$ cat src/rtl/shq_pkg.sv
package shq_pkg;
    localparam int ADDR_W = 6;

    localparam logic [ADDR_W-1:0] A_CTRL = 6'h00;
    localparam logic [ADDR_W-1:0] A_CLK  = 6'h04;
    localparam logic [ADDR_W-1:0] A_TXW  = 6'h08;
    localparam logic [ADDR_W-1:0] A_RXW  = 6'h0C;
    localparam logic [ADDR_W-1:0] A_FRM  = 6'h10;
    localparam logic [ADDR_W-1:0] A_STAT = 6'h14;
    localparam logic [ADDR_W-1:0] A_IEN  = 6'h18;
    localparam logic [ADDR_W-1:0] A_IST  = 6'h1C;
    localparam logic [ADDR_W-1:0] A_FCTL = 6'h20;
    localparam logic [ADDR_W-1:0] A_DATA = 6'h24;

    localparam int B_TXFL = 12;
    localparam int B_RXFL = 4;
    localparam int B_TXC  = 4;
    localparam int B_RXC  = 3;
    localparam int B_OVR  = 0;
    localparam int B_RAW  = 9;
    localparam int THR_W  = 4;

    typedef enum logic {
        ST_IDLE,
        ST_OFFER
    } hand_st_t;
endpackage

$ cat src/rtl/shq_fifo.sv
module shq_fifo #(
    parameter int WIDTH = 32,
    parameter int DEPTH = 8
) (
    input  logic                     clk,
    input  logic                     rst_n,
    input  logic                     flush_i,
    input  logic                     push_i,
    input  logic                     pop_i,
    input  logic [WIDTH-1:0]         din_i,
    output logic [WIDTH-1:0]         dout_o,
    output logic [$clog2(DEPTH):0]   count_o,
    output logic                     empty_o,
    output logic                     full_o
);
    localparam int AW = $clog2(DEPTH);
    localparam int CW = AW + 1;

    logic [WIDTH-1:0] mem [DEPTH];
    logic [AW-1:0]    wp, rp;
    logic [CW-1:0]    cnt;
    logic             push_ok, pop_ok;

    assign empty_o = (cnt == '0);
    assign full_o  = (cnt == CW'(DEPTH));
    assign push_ok = push_i && !full_o;
    assign pop_ok  = pop_i && !empty_o;
    assign dout_o  = mem[rp];
    assign count_o = cnt;

    always_ff @(posedge clk or negedge rst_n) begin
        if (!rst_n) begin
            wp  <= '0;
            rp  <= '0;
            cnt <= '0;
        end else if (flush_i) begin
            wp  <= '0;
            rp  <= '0;
            cnt <= '0;
        end else begin
            if (push_ok) wp <= wp + 1'b1;
            if (pop_ok)  rp <= rp + 1'b1;
            cnt <= cnt + CW'(push_ok) - CW'(pop_ok);
        end
    end

    always_ff @(posedge clk) begin
        if (push_ok && !flush_i) mem[wp] <= din_i;
    end

    assert_flush_empties_R7: assert property (@(posedge clk) disable iff (!rst_n)
        flush_i |=> empty_o);
endmodule

$ cat src/rtl/shq_tx_hand.sv
module shq_tx_hand #(
    parameter int WIDTH = 32
) (
    input  logic             clk,
    input  logic             rst_n,
    input  logic             en_i,
    input  logic             fifo_empty_i,
    input  logic [WIDTH-1:0] fifo_word_i,
    output logic             fifo_pop_o,
    output logic             tx_valid_o,
    output logic [WIDTH-1:0] tx_word_o,
    input  logic             tx_ready_i,
    output logic             done_o
);
    import shq_pkg::*;

    hand_st_t         st, nxt;
    logic [WIDTH-1:0] hold_q;

    always_ff @(posedge clk or negedge rst_n) begin
        if (!rst_n) st <= ST_IDLE;
        else        st <= nxt;
    end

    always_comb begin
        nxt        = st;
        fifo_pop_o = 1'b0;
        unique case (st)
            ST_IDLE: begin
                if (en_i && !fifo_empty_i) begin
                    fifo_pop_o = 1'b1;
                    nxt        = ST_OFFER;
                end
            end
            ST_OFFER: begin
                if (tx_ready_i) begin
                    if (en_i && !fifo_empty_i) begin
                        fifo_pop_o = 1'b1;
                        nxt        = ST_OFFER;
                    end else begin
                        nxt = ST_IDLE;
                    end
                end
            end
        endcase
    end

    always_ff @(posedge clk or negedge rst_n) begin
        if (!rst_n)          hold_q <= '0;
        else if (fifo_pop_o) hold_q <= fifo_word_i;
    end

    assign tx_valid_o = (st == ST_OFFER);
    assign tx_word_o  = hold_q;
    assign done_o     = (st == ST_OFFER) && tx_ready_i && fifo_empty_i;

    assert_hold_word_R3: assert property (@(posedge clk) disable iff (!rst_n)
        tx_valid_o && !tx_ready_i |=> tx_valid_o && $stable(tx_word_o));

    assert_no_start_disabled_R4: assert property (@(posedge clk) disable iff (!rst_n)
        !en_i && !tx_valid_o |=> !tx_valid_o);
endmodule

$ cat src/rtl/shq_csr.sv
module shq_csr #(
    parameter int WIDTH = 32,
    parameter int DEPTH = 8
) (
    input  logic                        clk,
    input  logic                        rst_n,
    input  logic                        bus_sel_i,
    input  logic                        bus_wr_i,
    input  logic [shq_pkg::ADDR_W-1:0]  bus_addr_i,
    input  logic [WIDTH-1:0]            bus_wdata_i,
    output logic [WIDTH-1:0]            bus_rdata_o,
    output logic                        en_o,
    output logic                        txf_push_o,
    output logic                        txf_flush_o,
    output logic                        rxf_pop_o,
    output logic                        rxf_flush_o,
    input  logic [WIDTH-1:0]            rx_head_i,
    input  logic [$clog2(DEPTH):0]      rx_count_i,
    input  logic                        rx_empty_i,
    input  logic                        rx_full_i,
    input  logic                        rx_valid_i,
    input  logic                        tx_done_i,
    output logic                        irq_o
);
    import shq_pkg::*;

    logic             wr_en, rd_en;
    logic             en_q;
    logic [WIDTH-1:0] clk_q, txw_q, rxw_q, frm_q;
    logic             ie_tc, ie_rc, ie_ov;
    logic             is_tc, is_rc, is_ov;
    logic [THR_W-1:0] tx_thr, rx_thr;
    logic             rx_acc, rc_set, raw_hit;
    logic [WIDTH-1:0] rv;
    int               nc;

    assign wr_en = bus_sel_i && bus_wr_i;
    assign rd_en = bus_sel_i && !bus_wr_i;

    assign txf_push_o  = wr_en && (bus_addr_i == A_DATA);
    assign rxf_pop_o   = rd_en && (bus_addr_i == A_DATA) && !rx_empty_i;
    assign txf_flush_o = wr_en && (bus_addr_i == A_FCTL) && bus_wdata_i[B_TXFL];
    assign rxf_flush_o = wr_en && (bus_addr_i == A_FCTL) && bus_wdata_i[B_RXFL];
    assign en_o        = en_q;

    always_comb begin
        nc      = int'(rx_count_i) + 1 - (rxf_pop_o ? 1 : 0);
        rx_acc  = rx_valid_i && !rx_full_i && !rxf_flush_o;
        rc_set  = rx_acc && (rx_thr != '0) && (nc == int'(rx_thr));
        raw_hit = (rx_thr != '0) && (int'(rx_count_i) >= int'(rx_thr));
    end

    always_ff @(posedge clk or negedge rst_n) begin
        if (!rst_n) begin
            en_q   <= 1'b0;
            clk_q  <= '0;
            txw_q  <= '0;
            rxw_q  <= '0;
            frm_q  <= '0;
            ie_tc  <= 1'b0;
            ie_rc  <= 1'b0;
            ie_ov  <= 1'b0;
            tx_thr <= '0;
            rx_thr <= '0;
        end else if (wr_en) begin
            unique case (bus_addr_i)
                A_CTRL: en_q  <= bus_wdata_i[0];
                A_CLK:  clk_q <= bus_wdata_i;
                A_TXW:  txw_q <= bus_wdata_i;
                A_RXW:  rxw_q <= bus_wdata_i;
                A_FRM:  frm_q <= bus_wdata_i;
                A_IEN: begin
                    ie_tc <= bus_wdata_i[B_TXC];
                    ie_rc <= bus_wdata_i[B_RXC];
                    ie_ov <= bus_wdata_i[B_OVR];
                end
                A_FCTL: begin
                    tx_thr <= bus_wdata_i[8 +: THR_W];
                    rx_thr <= bus_wdata_i[0 +: THR_W];
                end
                default: ;
            endcase
        end
    end

    always_ff @(posedge clk or negedge rst_n) begin
        if (!rst_n) begin
            is_tc <= 1'b0;
            is_rc <= 1'b0;
            is_ov <= 1'b0;
        end else begin
            if (wr_en && (bus_addr_i == A_IST)) begin
                if (bus_wdata_i[B_TXC]) is_tc <= 1'b0;
                if (bus_wdata_i[B_RXC]) is_rc <= 1'b0;
                if (bus_wdata_i[B_OVR]) is_ov <= 1'b0;
            end
            if (tx_done_i)              is_tc <= 1'b1;
            if (rc_set)                 is_rc <= 1'b1;
            if (rx_valid_i && rx_full_i) is_ov <= 1'b1;
        end
    end

    always_comb begin
        rv = '0;
        unique case (bus_addr_i)
            A_CTRL: rv[0] = en_q;
            A_CLK:  rv = clk_q;
            A_TXW:  rv = txw_q;
            A_RXW:  rv = rxw_q;
            A_FRM:  rv = frm_q;
            A_STAT: rv[0] = !rx_empty_i;
            A_IEN: begin
                rv[B_TXC] = ie_tc;
                rv[B_RXC] = ie_rc;
                rv[B_OVR] = ie_ov;
            end
            A_IST: begin
                rv[B_RAW] = raw_hit;
                rv[B_TXC] = is_tc;
                rv[B_RXC] = is_rc;
                rv[B_OVR] = is_ov;
            end
            A_FCTL: begin
                rv[8 +: THR_W] = tx_thr;
                rv[0 +: THR_W] = rx_thr;
            end
            A_DATA: rv = rx_empty_i ? '0 : rx_head_i;
            default: rv = '0;
        endcase
    end

    always_ff @(posedge clk or negedge rst_n) begin
        if (!rst_n)     bus_rdata_o <= '0;
        else if (rd_en) bus_rdata_o <= rv;
    end

    assign irq_o = (is_tc && ie_tc) || (is_rc && ie_rc) || (is_ov && ie_ov);

    assert_overrun_flag_R9: assert property (@(posedge clk) disable iff (!rst_n)
        rx_valid_i && rx_full_i |=> is_ov);

    assert_rc_at_threshold_R8: assert property (@(posedge clk) disable iff (!rst_n)
        $rose(is_rc) && $stable(rx_thr) |-> int'(rx_count_i) == int'(rx_thr));

    assert_clear_ovr_R11: assert property (@(posedge clk) disable iff (!rst_n)
        wr_en && (bus_addr_i == A_IST) && bus_wdata_i[B_OVR] && !rx_valid_i |=> !is_ov);
endmodule

$ cat src/rtl/spi_host_regs.sv
module spi_host_regs #(
    parameter int WIDTH = 32,
    parameter int DEPTH = 8
) (
    input  logic                        clk,
    input  logic                        rst_n,
    input  logic                        bus_sel,
    input  logic                        bus_wr,
    input  logic [shq_pkg::ADDR_W-1:0]  bus_addr,
    input  logic [WIDTH-1:0]            bus_wdata,
    output logic [WIDTH-1:0]            bus_rdata,
    output logic                        sh_tx_valid,
    input  logic                        sh_tx_ready,
    output logic [WIDTH-1:0]            sh_tx_word,
    input  logic                        sh_rx_valid,
    input  logic [WIDTH-1:0]            sh_rx_word,
    output logic                        irq
);
    localparam int CW = $clog2(DEPTH) + 1;

    logic             en;
    logic             tx_push, tx_flush, tx_pop, tx_empty, tx_full;
    logic [CW-1:0]    tx_count;
    logic [WIDTH-1:0] tx_head;
    logic             rx_pop, rx_flush, rx_empty, rx_full;
    logic [CW-1:0]    rx_count;
    logic [WIDTH-1:0] rx_head;
    logic             tx_done;

    shq_fifo #(.WIDTH(WIDTH), .DEPTH(DEPTH)) u_txq (
        .clk(clk), .rst_n(rst_n), .flush_i(tx_flush), .push_i(tx_push),
        .pop_i(tx_pop), .din_i(bus_wdata), .dout_o(tx_head),
        .count_o(tx_count), .empty_o(tx_empty), .full_o(tx_full)
    );

    shq_fifo #(.WIDTH(WIDTH), .DEPTH(DEPTH)) u_rxq (
        .clk(clk), .rst_n(rst_n), .flush_i(rx_flush), .push_i(sh_rx_valid),
        .pop_i(rx_pop), .din_i(sh_rx_word), .dout_o(rx_head),
        .count_o(rx_count), .empty_o(rx_empty), .full_o(rx_full)
    );

    shq_tx_hand #(.WIDTH(WIDTH)) u_hand (
        .clk(clk), .rst_n(rst_n), .en_i(en), .fifo_empty_i(tx_empty),
        .fifo_word_i(tx_head), .fifo_pop_o(tx_pop), .tx_valid_o(sh_tx_valid),
        .tx_word_o(sh_tx_word), .tx_ready_i(sh_tx_ready), .done_o(tx_done)
    );

    shq_csr #(.WIDTH(WIDTH), .DEPTH(DEPTH)) u_csr (
        .clk(clk), .rst_n(rst_n), .bus_sel_i(bus_sel), .bus_wr_i(bus_wr),
        .bus_addr_i(bus_addr), .bus_wdata_i(bus_wdata), .bus_rdata_o(bus_rdata),
        .en_o(en), .txf_push_o(tx_push), .txf_flush_o(tx_flush),
        .rxf_pop_o(rx_pop), .rxf_flush_o(rx_flush), .rx_head_i(rx_head),
        .rx_count_i(rx_count), .rx_empty_i(rx_empty), .rx_full_i(rx_full),
        .rx_valid_i(sh_rx_valid), .tx_done_i(tx_done), .irq_o(irq)
    );

    assert_tx_full_drop_R2: assert property (@(posedge clk) disable iff (!rst_n)
        tx_push && tx_full && !tx_pop |=> $stable(tx_count));
endmodule

$ cat config.mk
export PLATFORM = sky130hd
export DESIGN_NAME = spi_host_regs
export DESIGN_NICKNAME = d
export VERILOG_FILES = /design/src/rtl/shq_pkg.sv /design/src/rtl/shq_fifo.sv /design/src/rtl/shq_tx_hand.sv /design/src/rtl/shq_csr.sv /design/src/rtl/spi_host_regs.sv
export SDC_FILE = /design/constraint.sdc
export NUM_CORES = 1
export LEC_CHECK = 0
export ABC_AREA = 1
export BUFFER_PORTS_ARGS = -buffer_cell sky130_fd_sc_hd__buf_2
export CELL_PAD_IN_SITES_DETAIL_PLACEMENT = 1
export CELL_PAD_IN_SITES_GLOBAL_PLACEMENT = 1
export CORE_ASPECT_RATIO = 1.2
export CORE_UTILIZATION = 38
export CTS_BUF_LIST = sky130_fd_sc_hd__clkbuf_16
export DETAILED_ROUTE_END_ITERATION = 16
export GPL_TIMING_DRIVEN = 0
export PLACE_DENSITY_LB_ADDON = 0.1
export SKIP_LAST_GASP = 1
export SLEW_MARGIN = 40
export SYNTH_ARGS = -nofsm -noshare
export SYNTH_HDL_FRONTEND = slang
export SYNTH_SLANG_ARGS = --single-unit
$ cat constraint.sdc
create_clock -name clk -period 4 [get_ports clk]
set_input_delay 0.4 -clock clk [delete_from_list [all_inputs] [get_ports clk]]
set_output_delay 0.4 -clock clk [all_outputs]
set_load 0.005 [all_outputs]
## After elaboration in Yosys (flattened, before gate mapping)

Memory sizes are Yosys's and may differ from the RTL's. A register that Yosys moved wholly into a read port is not among the register bits.
Index checks and enable logic that the tools add are counted.

| word-level totals | value |
|---|---|
| flip-flop bits (word level) | 196 |
| RAM bits | 512 |
| bits of input ports | 76 |
| logic and storage cells | 145 |
| memories kept | 2 |

| operators by class | value |
|---|---|
| add/sub/neg operators | 10 |
| $lt $le $gt $ge | 1 |
| equal/unequal tests | 12 |
| muxes and demuxes | 39 |
| bitwise logic cells | 1 |
| reduce and logical (&&, ||, !) cells | 59 |

Memory list:

| memory | words | width | read ports | clocked after Yosys merged registers in | write ports | line | source |
|---|---|---|---|---|---|---|---|
| u_rxq.mem | 8 | 32 | 1 | 0 | 1 | shq_fifo.sv:19 | `logic [WIDTH-1:0] mem [DEPTH];` |
| u_txq.mem | 8 | 32 | 1 | 1 | 1 | shq_fifo.sv:19 |  |

Operator list:

| cell | number |
|---|---|
| $pmux W20 S5 | 1 |
| $eq A32 B5 Y1 | 1 |
| $mux W32 | 1 |
| $sub A32 B32 Y32 | 1 |
| $logic_and A1 B1 Y1 | 25 |
| $eq A6 B5 Y1 const B | 4 |
| $mux W3 | 8 |
| $pmux W2 S6 | 2 |
| $reduce_and A2 Y1 | 10 |
| $reduce_bool A2 Y1 | 10 |
| $mux W1 | 17 |
| $pmux W3 S5 | 1 |
| $pmux W1 S7 | 2 |
| $add A3 B1 Y3 const B | 4 |
| $eq A6 B4 Y1 const B | 2 |
| $eq A6 B6 Y1 const B | 2 |
| $pmux W1 S10 | 1 |
| $add A4 B1 Y4 | 2 |
| $eq A4 B4 Y1 const B | 2 |
| $logic_not A1 Y1 | 8 |
| $logic_not A4 Y1 | 2 |
| $mux W4 | 2 |
| $pmux W1 S8 | 1 |
| $sub A4 B1 Y4 | 2 |
| 9 further kinds | 11 |

## Longest topological paths before layout

| logic depth | value |
|---|---|
| depth after elaboration | 10 |
| mapped depth | 17 |
| gate-level depth less buffers | 17 |

## By module

A second synthesis with hierarchy kept.

| second synthesis, totals | value |
|---|---|
| cell total of the unflattened synthesis | 3558 |
| area, all modules | 33021.7 um2 |

Modules (own cells, without submodules):

| module | times used | cells each | area each (um2) |
|---|---|---|---|
| shq_fifo (u_rxq) | 1 | 1198 | 11767.5 |
| shq_fifo (u_txq) | 1 | 1198 | 11765.0 |
| shq_csr | 1 | 1014 | 8136.6 |
| shq_tx_hand | 1 | 148 | 1352.5 |

## Worst setup path after synthesis

No wires, ideal clock.

| path | value |
|---|---|
| kind | register -> register |
| start point | register u_txq.cnt[2], in the netlist u_txq.count_o[2] |
| end point | memory u_txq.mem[2][0], enable pin |
| arrival | 3.441 ns |
| data required time | 3.539 ns |
| path slack | 0.098 ns |
| cell stages (with the launch flop) | 8 |
| path buffers | 0 |
| clock period less this slack | 3.902 ns |
| cell sequence | dfrtp_1 inv_1 ha_1 nor3b_1 nor3_4 inv_2 or2_4 nor3_1 |

| on the way | value |
|---|---|
| cells in the longest elaborated chain, start to end | 6 |

RTL lines:

| item | line | source |
|---|---|---|
| from (decl) | shq_fifo.sv:21 | `logic [CW-1:0] cnt;` |
| from (signal assigned) | shq_fifo.sv:43 | `cnt <= cnt + CW'(push_ok) - CW'(pop_ok);` |
| $eq A4 B4 Y1 | shq_fifo.sv:25 | `assign full_o = (cnt == CW'(DEPTH));` |
| $logic_not A1 Y1 | shq_fifo.sv:26 | `assign push_ok = push_i && !full_o;` |
| $logic_and A1 B1 Y1 | shq_fifo.sv:26 |  |
| $logic_and A1 B1 Y1 | shq_fifo.sv:48 | `if (push_ok && !flush_i) mem[wp] <= din_i;` |
| $mux W1 | shq_fifo.sv:48 |  |
| $mux W1 (not written as such) | shq_fifo.sv:48 |  |
| to (decl) | shq_fifo.sv:19 |  |

No other way between the ends.

## Final worst setup path

| path | value |
|---|---|
| start point | register u_txq.cnt[2], in the netlist u_txq.count_o[2] |
| end point | register u_txq.cnt[2], in the netlist u_txq.count_o[2] |

| on the way | value |
|---|---|
| cells in the longest elaborated chain, start to end | 9 |
| elaborated cells between the ends (all ways) | 13 |
| classes of those cells | add/sub: 2; eq/ne: 1; mux: 4; reduce/logical: 6 |

RTL lines:

| item | line | source |
|---|---|---|
| parallel branches: the longest is 7 deep, another holds $add A4 B1 Y4 | n/a |  |
| $sub A4 B1 Y4 (*) | shq_fifo.sv:43 |  |
| $mux W4 (*) | shq_fifo.sv:36 | `end else if (flush_i) begin` |

Every way passes the cells marked *.
A chain may end at the register's enable or synchronous reset.

==> flow_metrics.tcl <==
set metrics [dict create \
    ctsHtreeMaxLevel 3 \
    maxSlewHeadroom_pct 41.8 \
    cpPeakStageDelay_ns 0.42 \
    drtAntennaViolNets 0 \
    layout_commonest_cell "nand2_1" \
    drt-vias-per-instance 5.36 \
    clock_path_buffers 3 \
    fmax_ghz 0.290 \
    power_w 0.0217 \
    max_cap_viol_count 0 \
    cts_sinks 740 \
    status "finished, final reports clean" \
    hpwl_um 72400 \
    grt_overflow 0 \
    ys_warn_count 0 \
    vdd_drop_max_mv 0.371 \
    grt_max_degree 69 \
    io-pin-count 142 \
    synth-seq-cells 740 \
    finalSetupTns_ns 0 \
    power_leakage_nw 14.2 \
    first_global_vias 23300 \
    synth_area_leaders "edfxtp_1 51%, dfrtp_1 19%, nand2_1 6.9%" \
    layout_common_cells "552 x nand2_1, 512 x edfxtp_1, 369 x nor2_1" \
    hold_viol_final 0 \
    slowest_stage "ha_1" \
    rows 112 \
    hold_depth 1 \
    die_x_um 259 \
    dieArea_um2 80400 \
    dp.cells 3909 \
    drc 0 \
    finalSetupViolCount 0 \
    required_ns 4.51 \
    switching_power_w 0.00710 \
    drv_slew 0 \
    rsz0062_at_grt "false" \
    synth_top_cell_by_area "edfxtp_1" \
    synth_nets 2773 \
    crit_chain "inv_1 -> ha_1 -> nor3b_1 -> nor2_1 -> o21ai_2 -> inv_2 -> clkbuf_1 -> ha_1 -> inv_1 -> ha_1 -> fa_1 -> xor2_1 -> nand2_1 -> inv_1" \
    cp-end-kind "flop" \
    seq_power_share_pct 43.0 \
    period_minus_slack_ns 3.45 \
    cp_data_arrival_time_ns 3.96 \
    worst_pin_slew_ns 0.872 \
    p_sw_share_pct 32.7 \
    powerDensity_nw_per_um2 612 \
    start_util_pct 38.6 \
    startpoint_type "flop" \
    final_nets 3071 \
    finalWeightedCongestion 0.817 \
    chipHeight_um 310 \
    synthDistinctLibCells 40 \
    grt_pass1_wl_um 150000 \
    routed_wl_um 101000 \
    seq_area_frac_synth_pct 70.0 \
    portBuffers 141 \
    r2r_cells 14 \
    finalNonFillerCells 4051 \
    vias 21700 \
    area_growth_pct 17.8 \
    coreArea_um2 78100 \
    pwr-share-clk_pct 32.4 \
    min_path_type "in2reg" \
    crit_path_max_fanout 10 \
    synthCells 2668 \
    synth_top_cell_area_share_pct 51.0 \
    skew_ns 0.0177 \
    synth.avg_cell_area_um2 11.3 \
    fin_util_pct 45.5 \
    internal_power_w 0.0146 \
    grt.total_usage_pct 25.5 \
    combPwrFrac_pct 24.5 \
    diodes 0 \
    antenna_found_initial 4 \
    post-cts-setup-buffer-count 0 \
    tritoncts "done" \
    cts_root_buffer "clkbuf_16" \
    drt_first_iter_violations 1474 \
    wire_per_inst_um 25.0 \
    finalCritPeriodShare_pct 86.3 \
    fin_hold_ws_ns 0.0537 \
    syn_area_um2 30100 \
    numCtsBuffers 79 \
    crit_type "reg2reg" \
    path_clk_slew_ns 0.06 \
    first_pass_iters 5 \
    drive_gt1_share_pct 14.0 \
    clk_latency_ns 0.62 \
]
[what timing repair did]
| action | 4_1_cts | 5_1_grt |
|---|---|---|
| endpoints found under the hold margin | 42 | 0 |
| hold buffers | 2 | 0 |
| gates resized for setup | 0 | 0 |
[worst paths after layout]
| kind | startpoint | to | slack [ns] |
|---|---|---|---|
| setup / recovery | u_txq.count_o[2]$_DFF_PN0_ | u_txq.count_o[2]$_DFF_PN0_ | 0.55 |
| hold / removal | sh_rx_word[10] | u_rxq.mem[2][10]$_DFFE_PP_ | 0.05 |
| max in group asynchronous | rst_n | u_csr.bus_rdata_o[20]$_DFFE_PN0N_ | 2.66 |
| min in group asynchronous | rst_n | u_hand.tx_word_o[6]$_DFFE_PN0N_ | 0.27 |
| hold reg to reg | u_hand.tx_word_o[16]$_DFFE_PN0N_ | u_hand.tx_word_o[16]$_DFFE_PN0N_ | 0.47 |
| setup reg to reg | u_txq.count_o[2]$_DFF_PN0_ | u_txq.count_o[2]$_DFF_PN0_ | 0.55 |
[flip-flops by register name, indices dropped and copies added, names as in the netlist]
signal,count
u_csr.tx_thr,4
u_hand.tx_valid_o,1
u_csr.ie_ov,1
u_csr.is_tc,1
u_csr.bus_rdata_o,32
u_csr.ie_rc,1
u_rxq.mem,256
u_rxq.count_o,4
u_csr.clk_q,32
u_txq.wp,3
u_txq.count_o,4
u_csr.rx_thr,4
u_csr.en_o,1
u_csr.rxw_q,32
u_csr.is_ov,1
u_txq.rp,3
u_hand.tx_word_o,32
u_rxq.wp,3
u_rxq.rp,3
u_txq.mem,256
u_csr.txw_q,32
u_csr.frm_q,32
u_csr.ie_tc,1
u_csr.is_rc,1
[stage by stage]
stage,cell area (um2),setup slack [ns]
2_1_floorplan,30100,0.0980
3_3_place_gp,32100,-3.10
4_1_cts,35500,0.483
5_1_grt,35500,0.392
6_report,35500,0.546
3_5_place_dp,33000,0.503
[area by class of cell]
| class | count | area, um2 |
|---|---|---|
| Clock buffer | 81 | 2030 |
| Multi-Input combinational cell | 1667 | 8060 |
| Buffer | 149 | 663 |
| Timing Repair Buffer | 217 | 1550 |
| Fill cell | 8383 | 42600 |
| Sequential cell | 740 | 21100 |
| Clock inverter | 59 | 407 |
| Tap cell | 1026 | 1280 |
| Inverter | 112 | 420 |
[power by group through the flow]
stage          clock network [W]  registers [W]  logic [W]
4_1_cts                  0.00720        0.00935    0.00541
3_5_place_dp                   0        0.00950    0.00538
3_3_place_gp                   0        0.00950    0.00494
6_report                 0.00704        0.00934    0.00533
2_1_floorplan                  0        0.00944    0.00289
5_1_grt                  0.00746        0.00941    0.00586
[critical path: cells and delay by family (launching register included)]
kind                       cells  cell delay [ns]
AOI/OAI and AO/OA              1             0.28
xor gates and xnor gates       1             0.17
adders and majority gates      4             1.17
buffers and inverters          5             0.87
DFF                            1             0.36
and+or+nand+nor                3             0.48
[cells by family after synthesis]
family	Yosys count	synth area share, %
AND/OR/NAND/NOR	1072	14.3
flip-flops	740	70.0
AO/OA/AOI/OAI	557	10.6
buffers and inverters	261	3.59
adder cells (fa/ha/maj)	29	1.25
XOR/XNOR	9	0.262
[Yosys cell counts, drive strengths merged]
library cell,instances
edfxtp,512
o31ai,1
clkinv,1
a211oi,1
nand3,106
o211ai,66
o21bai,1
xnor2,1
nand3b,1
nor3b,3
fa,2
o22ai,12
ha,27
dfrtp,228
o221ai,56
nor3,9
clkbuf,92
nand4,5
nor2,387
xor2,8
nand2,559
or2,2
a21oi,21
o21ai,398
inv,111
buf,57
o21a,1
[layer usage]
layer	wire length (um)	GRT usage (%)	vias up
met1	40000	29.6	11100
li1	-	-	9886
met4	3380	9.63	6
met5	39	0	-
met2	54100	47.6	555
met3	3760	2.95	202
Note: power is estimated with default switching activity, not from simulation.
